$ cat config.mk
export PLATFORM = sky130hd
export DESIGN_NAME = key_priority_encoder
export DESIGN_NICKNAME = d
export VERILOG_FILES = /design/src/rtl/kp_pkg.sv /design/src/rtl/kp_enc_cell.sv /design/src/rtl/kp_group_merge.sv /design/src/rtl/kp_capture.sv /design/src/rtl/key_priority_encoder.sv
export SDC_FILE = /design/constraint.sdc
export NUM_CORES = 1
export LEC_CHECK = 0
export BUFFER_PORTS_ARGS = -buffer_cell sky130_fd_sc_hd__buf_2
export CAP_MARGIN = 20
export CORE_AREA = 2 2 39 41
export CTS_CLUSTER_DIAMETER = 50
export CTS_CLUSTER_SIZE = 24
export DETAILED_ROUTE_END_ITERATION = 10
export DIE_AREA = 0 0 41 43
export REMOVE_ABC_BUFFERS = 1
export SLEW_MARGIN = 10
export SYNTH_ARGS = -nofsm -noshare
export SYNTH_HDL_FRONTEND = slang
export SYNTH_SLANG_ARGS = --single-unit
export TNS_END_PERCENT = 30
$ cat constraint.sdc
create_clock -name clk -period 1 [get_ports clk]
set_input_delay 0.15 -clock clk [delete_from_list [all_inputs] [get_ports clk]]
set_output_delay 0.15 -clock clk [all_outputs]
set_load 0.05 [all_outputs]
$ cat src/rtl/kp_pkg.sv
package kp_pkg;
  // keys handled by one priority cell
  localparam int CELL_KEYS = 4;
  localparam int LOC_W     = $clog2(CELL_KEYS);

  function automatic int cells_for(input int n);
    return (n + CELL_KEYS - 1) / CELL_KEYS;
  endfunction

  function automatic int grp_bits(input int nc);
    return (nc > 1) ? $clog2(nc) : 1;
  endfunction
endpackage

$ cat src/rtl/kp_enc_cell.sv
module kp_enc_cell #(
  parameter int W = 4
) (
  input  logic [W-1:0]         key_n,
  input  logic                 en_i,
  output logic [$clog2(W)-1:0] idx,
  output logic                 gs,
  output logic                 en_o
);
  localparam int LW = $clog2(W);

  logic          hit;
  logic [LW-1:0] raw;

  // later iterations override earlier ones: highest line wins
  always_comb begin
    hit = 1'b0;
    raw = '0;
    for (int i = 0; i < W; i++) begin
      if (!key_n[i]) begin
        hit = 1'b1;
        raw = LW'(i);
      end
    end
  end

  assign gs   = en_i & hit;
  assign idx  = en_i ? raw : '0;
  assign en_o = en_i & ~hit;
endmodule

$ cat src/rtl/kp_group_merge.sv
module kp_group_merge #(
  parameter int NC = 3,
  parameter int LW = 2,
  parameter int GW = 2
) (
  input  logic [NC-1:0]    gs,
  input  logic [NC*LW-1:0] loc_flat,
  output logic [GW+LW-1:0] code,
  output logic             any
);
  logic [GW-1:0] grp;
  logic [LW-1:0] loc;

  // at most one cell is active, so OR-merging is exact
  always_comb begin
    grp = '0;
    loc = '0;
    for (int i = 0; i < NC; i++) begin
      if (gs[i]) grp = grp | GW'(i);
      loc = loc | loc_flat[i*LW +: LW];
    end
  end

  assign code = {grp, loc};
  assign any  = |gs;
endmodule

$ cat src/rtl/kp_capture.sv
module kp_capture #(
  parameter int CW = 4
) (
  input  logic          clk,
  input  logic          rst,
  input  logic          gs,
  input  logic [CW-1:0] code,
  output logic [CW-1:0] held,
  output logic          strobe
);
  logic gs_q;
  logic rise;

  assign rise = gs & ~gs_q;

  always_ff @(posedge clk) begin
    if (rst) begin
      gs_q   <= 1'b0;
      held   <= '0;
      strobe <= 1'b0;
    end else begin
      gs_q   <= gs;
      strobe <= rise;
      if (rise) held <= code;
    end
  end
endmodule

$ cat src/rtl/key_priority_encoder.sv
module key_priority_encoder
  import kp_pkg::*;
#(
  parameter int NUM_KEYS = 10,
  localparam int NC     = cells_for(NUM_KEYS),
  localparam int GW     = grp_bits(NC),
  localparam int CODE_W = GW + LOC_W
) (
  input  logic                clk,
  input  logic                rst,
  input  logic [NUM_KEYS-1:0] key_n,
  output logic [CODE_W-1:0]   key_code,
  output logic                any_key,
  output logic [CODE_W-1:0]   held_code,
  output logic                key_strobe
);
  localparam int PAD = NC * CELL_KEYS;

  logic [PAD-1:0]      key_pad;
  logic [NC:0]         en;
  logic [NC-1:0]       gs;
  logic [NC*LOC_W-1:0] loc_flat;

  // unused upper lines read as released
  generate
    if (PAD > NUM_KEYS) begin : g_pad
      assign key_pad = {{(PAD - NUM_KEYS){1'b1}}, key_n};
    end else begin : g_nopad
      assign key_pad = key_n;
    end
  endgenerate

  // enable ripples from the top cell down
  assign en[NC] = 1'b1;

  generate
    for (genvar c = 0; c < NC; c++) begin : g_cell
      kp_enc_cell #(.W(CELL_KEYS)) u_cell (
        .key_n (key_pad[c*CELL_KEYS +: CELL_KEYS]),
        .en_i  (en[c+1]),
        .idx   (loc_flat[c*LOC_W +: LOC_W]),
        .gs    (gs[c]),
        .en_o  (en[c])
      );
    end
  endgenerate

  kp_group_merge #(.NC(NC), .LW(LOC_W), .GW(GW)) u_merge (
    .gs       (gs),
    .loc_flat (loc_flat),
    .code     (key_code),
    .any      (any_key)
  );

  kp_capture #(.CW(CODE_W)) u_cap (
    .clk    (clk),
    .rst    (rst),
    .gs     (any_key),
    .code   (key_code),
    .held   (held_code),
    .strobe (key_strobe)
  );
endmodule

# Word-level counts from Yosys, hierarchy flattened
# Cells that the tools add are included.
totals:
  ramBits: 0
  output_inout_bits: 10
  mem_bits_ro: 0
  wordCells: 34
  register_bits: 6
  n_memories: 0
  latch_bits: 0
classes:
  bitwise_logic: 9
  reduce_logical: 1
  shifts: 0
  eq_ne: 0
  n_addsub: 0
  n_mux: 21
  n_lt_le_gt_ge: 0
  div_mod_pow: 0
  n_mul: 0
ops:
  columns: ["op", "n"]
  rows:
  - ["2-to-1 mux 1 bit", 14]
  - ["2-to-1 mux 2 bit", 7]
  - ["AND 1 bit", 4]
  - ["inverter 1 bit", 3]
  - ["OR reduction 3 bit", 1]
  - ["bitwise OR 2 x 1 -> 2 bit", 1]
  - ["bitwise OR 2 bit", 1]

# Longest topological paths before layout
logic_depth:
  word_depth: 9
  ltp_mapped: 4
  ltp_nobuf: 4

# Hierarchy
# A second synthesis with hierarchy kept.
unflattened:
  cells_unflattened: 48
  area_unflattened_um2: 384.1
by_module_without_submodules:
  columns: ["module", "n_inst", "area_per_inst_um2", "cells_per_inst"]
  rows:
  - ["kp_capture", 1, 237.7, 21]
  - ["kp_enc_cell", 3, 36.3, 7]
  - ["kp_group_merge", 1, 33.8, 5]
  - ["key_priority_encoder", 1, 3.8, 1]

# Least setup slack after synthesis
# Ideal clock, no wire load.
synth_path:
  kind: "input to output"
  startpoint: "input port key_n[3]"
  endpoint: "output port key_code[1]"
  arrival_ns: 0.932
  required_ns: 0.850
  stages: 3
  path_slack_ns: -0.082
  path_buffers: 0
  path_cell_list: "nand2_1 a31oi_1 nor2_1"
synth_between:
  elab_chain_cells: 4
synth_rtl:
  columns: ["item", "line_no", "source"]
  rows:
  - ["from (decl)", "key_priority_encoder.sv:11", "input logic [NUM_KEYS-1:0] key_n,"]
  - ["2-to-1 mux 2 bit", "kp_enc_cell.sv:20", "if (!key_n[i]) begin"]
  - ["2-to-1 mux 2 bit", "kp_enc_cell.sv:28", "assign idx = en_i ? raw : '0;"]
  - ["bitwise OR 2 bit", "kp_group_merge.sv:20", "loc = loc | loc_flat[i*LW +: LW];"]
  - ["bitwise OR 2 x 1 -> 2 bit", "kp_group_merge.sv:20", null]
  - ["to (decl)", "key_priority_encoder.sv:12", "output logic [CODE_W-1:0] key_code,"]
# No other way between the ends.

# Worst setup path in the final report
layout_path:
  startpoint: "input port key_n[6]"
  endpoint: "output port key_code[0]"
layout_between:
  elab_chain_cells: 7
layout_rtl:
  columns: ["item", "line_no", "source"]
  rows:
  - ["2-to-1 mux 1 bit (2 in series)", "kp_enc_cell.sv:20", null]
  - ["inverter 1 bit", "kp_enc_cell.sv:29", "assign en_o = en_i & ~hit;"]
  - ["AND 1 bit", "kp_enc_cell.sv:29", null]
  - ["2-to-1 mux 2 bit", "kp_enc_cell.sv:28", null]
  - ["bitwise OR 2 bit (*)", "kp_group_merge.sv:20", null]
  - ["bitwise OR 2 x 1 -> 2 bit (*)", "kp_group_merge.sv:20", null]
# Every way passes the cells marked *; elsewhere a longest branch is shown, timed or not.

==> impl_metrics.yaml <==
final_layout:
  layout_common_cells: "buf_4 (10), buf_2 (9), clkbuf_4 (7), buf_6 (7), dfxtp_1 (6)"
  design_area_sq_um: 639
  regArea_sq_um: 120
  diodes: 0
  syn2layout_area_growth_pct: 81.9
  fillers: 156
  final_common_cell: "buf_4"
  drive_gt1_share_pct: 54.7
  multi_input_area_sq_um: 214
  fin_nets: 89
  final_cell_count_no_fill: 91
  utilization_pct: 46.2
detailed_routing:
  avgRoutedWirePerCell_um: 9.95
  drtAntennaViolNets: 0
  wl_um: 905
  drt-pass1-iter-count: 3
  vias: 428
  drc_errors: 0
  vias_per_cell: 4.70
  drt_iter0_markers: 2
critical_path:
  crit_cells: 6
  worstPathRequired_ns: 0.85
  slowest_stage: "a21o_1"
  cp-endpoint: "key_code[0]"
  crit_start: "key_n[6]"
  r2r_cells: 2
  end_kind: "output pin"
  worst-path-buf-inv: 2
  timing.rr.end: "u_cap.held[1]"
  reg2reg_slack_ns: 0.09
  crit_fanout: 3
  rr_startpoint: "u_cap.gs_q"
  crit_path_cell_trace: "buf_8 > nor2b_4 > o21ai_1 > nand2_1 > a21o_1 > buf_6"
  start_kind: "input pin"
  critical-path-max-stage-delay_ns: 0.17
  path_class: "input pin to output pin"
  crit_arrival_ns: 0.87
  crit_family: "compound AO/OA/AOI/OAI gates"
timing:
  tightest_slew_ns: 0.247
  finClkSkew_ns: 0.000925
  min_period_over_period_pct: 102
  fin_hold_ws_ns: 0.139
  slew_violations: 0
  final-hold-violation-count: 0
  min_period_ns: 1.02
  setup_slack_ns: -0.0226
  rsz0062_at_grt: "true"
  max_freq_mhz: 978
  maxSlewHeadroom_pct: 83.7
  setup_viol: 2
synthesis:
  ys_ff_latch: 6
  synthAdderAreaFrac_pct: 0
  yosys.area.top_type: "dfxtp_1"
  synthSimpleGateAreaFrac_pct: 27.8
  synth_area_per_cell_sq_um: 7.99
  netlist_area_sq_um: 352
  ys_warn_count: 0
  synth_top_family_by_area: "simple AND/OR/NAND/NOR gates"
  synthMuxAreaShare_pct: 0
  synth-compound-area-share_pct: 27.0
  ys_types: 24
  synth_xor_area_share_pct: 0
  synthDominantCellAreaShare_pct: 34.2
  synth_cells: 44
  synth-seq-area-share_pct: 34.2
  synthTopCellsByArea: "dfxtp_1 (34%), inv_1 (5.3%), nor3_4 (4.6%), o21ai_0 (4.3%), buf_4 (4.3%)"
power_and_ir_drop:
  swShare_pct: 31.5
  powerDensity_nw_per_um2: 1110
  p_int_mw: 0.486
  clock_power_share_pct: 30.5
  p_leak_nw: 0.314
  ir_drop_v: 0.000483
  comb_power_share_pct: 32.7
  p_seq_share_pct: 36.8
  p_switching_mw: 0.224
  finalPower_mw: 0.709
global_route:
  antenna_found_initial: 0
  grt_pass1_vias: 406
  grt-ovfl-total: 0
  grt_pass1_wl_um: 1550
  grt_max_degree: 8
  grt_use_total_pct: 12.9
clock_tree:
  cts_root_buf: "clkbuf_4"
  cts_buffers: 3
  cts.path.max_buffers: 2
  tritoncts: "yes"
  clk_pin_slew_ns: 0.04
  cts_htree_levels: 1
  clkLatencyLatePin_ns: 0.24
  cts.sink_count: 6
placed_design:
  dp_cells: 84
  dpl_cell_area_sq_um: 502
  io_buffers: 21
  routabilityCongestion: 0.657
  detailedPlacementHpwl_um: 673
die:
  fp.dieH_um: 43
  dieArea_sq_um: 1760
  core-area_sq_um: 1380
  die_w_um: 41
  num_rows: 14
  io_pins: 22
  start_util_pct: 25.4
run_status:
  violations: "negative setup slack"
  status: "finished with violations"
min_path:
  min_path_type: "input pin to flop"
job:
  cap_violations: 0
-- per-stage QoR --
step / setup slack, ns / setup TNS, ns
floorplan: -0.470 / -1.37
global placement: -0.114 / -0.380
detailed placement: -0.118 / -0.464
CTS: -0.0297 / -0.0297
global route: -0.0723 / -0.138
finish: -0.0226 / -0.0254
-- logic make-up (layout without fill, tap and decap cells) --
kind of cell           Yosys count  after routing
AOI/OAI and AO/OA               14             14
DFF                              6              6
and+or+nand+nor                 16             16
buffers and inverters            8             39
-- layer usage --
layer	up-vias	wire length, um	track usage [%]
li1	218	-	-
met1	191	387	15.1
met2	17	439	19.4
met3	2	67	2.09
met4	0	10	10.0
met5	-	0	0
-- worst min-delay path by stage --
stage | startpoint | endpoint | slack, ns | cells after the start
after floorplan | rst | u_cap.held[1] | 0.21 | 1
after global placement | rst | u_cap.held[1] | 0.38 | 2
after detailed placement | rst | u_cap.held[1] | 0.38 | 2
after CTS | rst | u_cap.held[1] | 0.13 | 2
after global routing | rst | u_cap.held[1] | 0.14 | 2
final | rst | u_cap.held[1] | 0.14 | 2
-- area by class of cell --
type	count	share of cell area, %
Clock buffer	3	3.52
Inverter	5	2.94
Multi-Input combinational cell	30	33.5
Sequential cell	6	18.8
Tap cell	16	3.13
Timing Repair Buffer	31	38.2
-- power groups by stage --
| stage | sequential (mW) | clock (mW) | combinational (mW) |
|---|---|---|---|
| 3_3_place_gp | 0.265 | 0 | 0.190 |
| 4_1_cts | 0.261 | 0.231 | 0.222 |
| 2_1_floorplan | 0.304 | 0 | 0.0779 |
| 3_5_place_dp | 0.265 | 0 | 0.191 |
| 6_report | 0.261 | 0.216 | 0.232 |
| 5_1_grt | 0.263 | 0.246 | 0.250 |
-- state kept, by name, summed over array words and instances, names as in the netlist --
name          flops
u_cap.gs_q        1
u_cap.held        4
u_cap.strobe      1
-- worst register-to-register path: stages (launching register included) --
cell,delay [ns]
dfxtp_1,0.35
or3_1,0.39
a21oi_2,0.11
-- cell usage after synthesis (all sizes together) --
master	number
inv	5
nor3	2
nor2	4
a21o	1
o311a	1
nor2b	2
nand4	2
or3	1
nand2	4
a21oi	2
dfxtp	6
a31oi	1
buf	2
o21ai	5
a21boi	1
clkbuf	1
nand2b	1
a32o	1
o21bai	2
-- repair_timing --
item / CTS / global route
hold buffers: 0 / 0
endpoints found under the hold margin: 0 / 0
gates resized for setup: 12 / 10
setup endpoints to repair: 3 / 8
buffers inserted: 5 / 0
pin swaps: 4 / 3
Note: power is estimated with default switching activity, not from simulation.
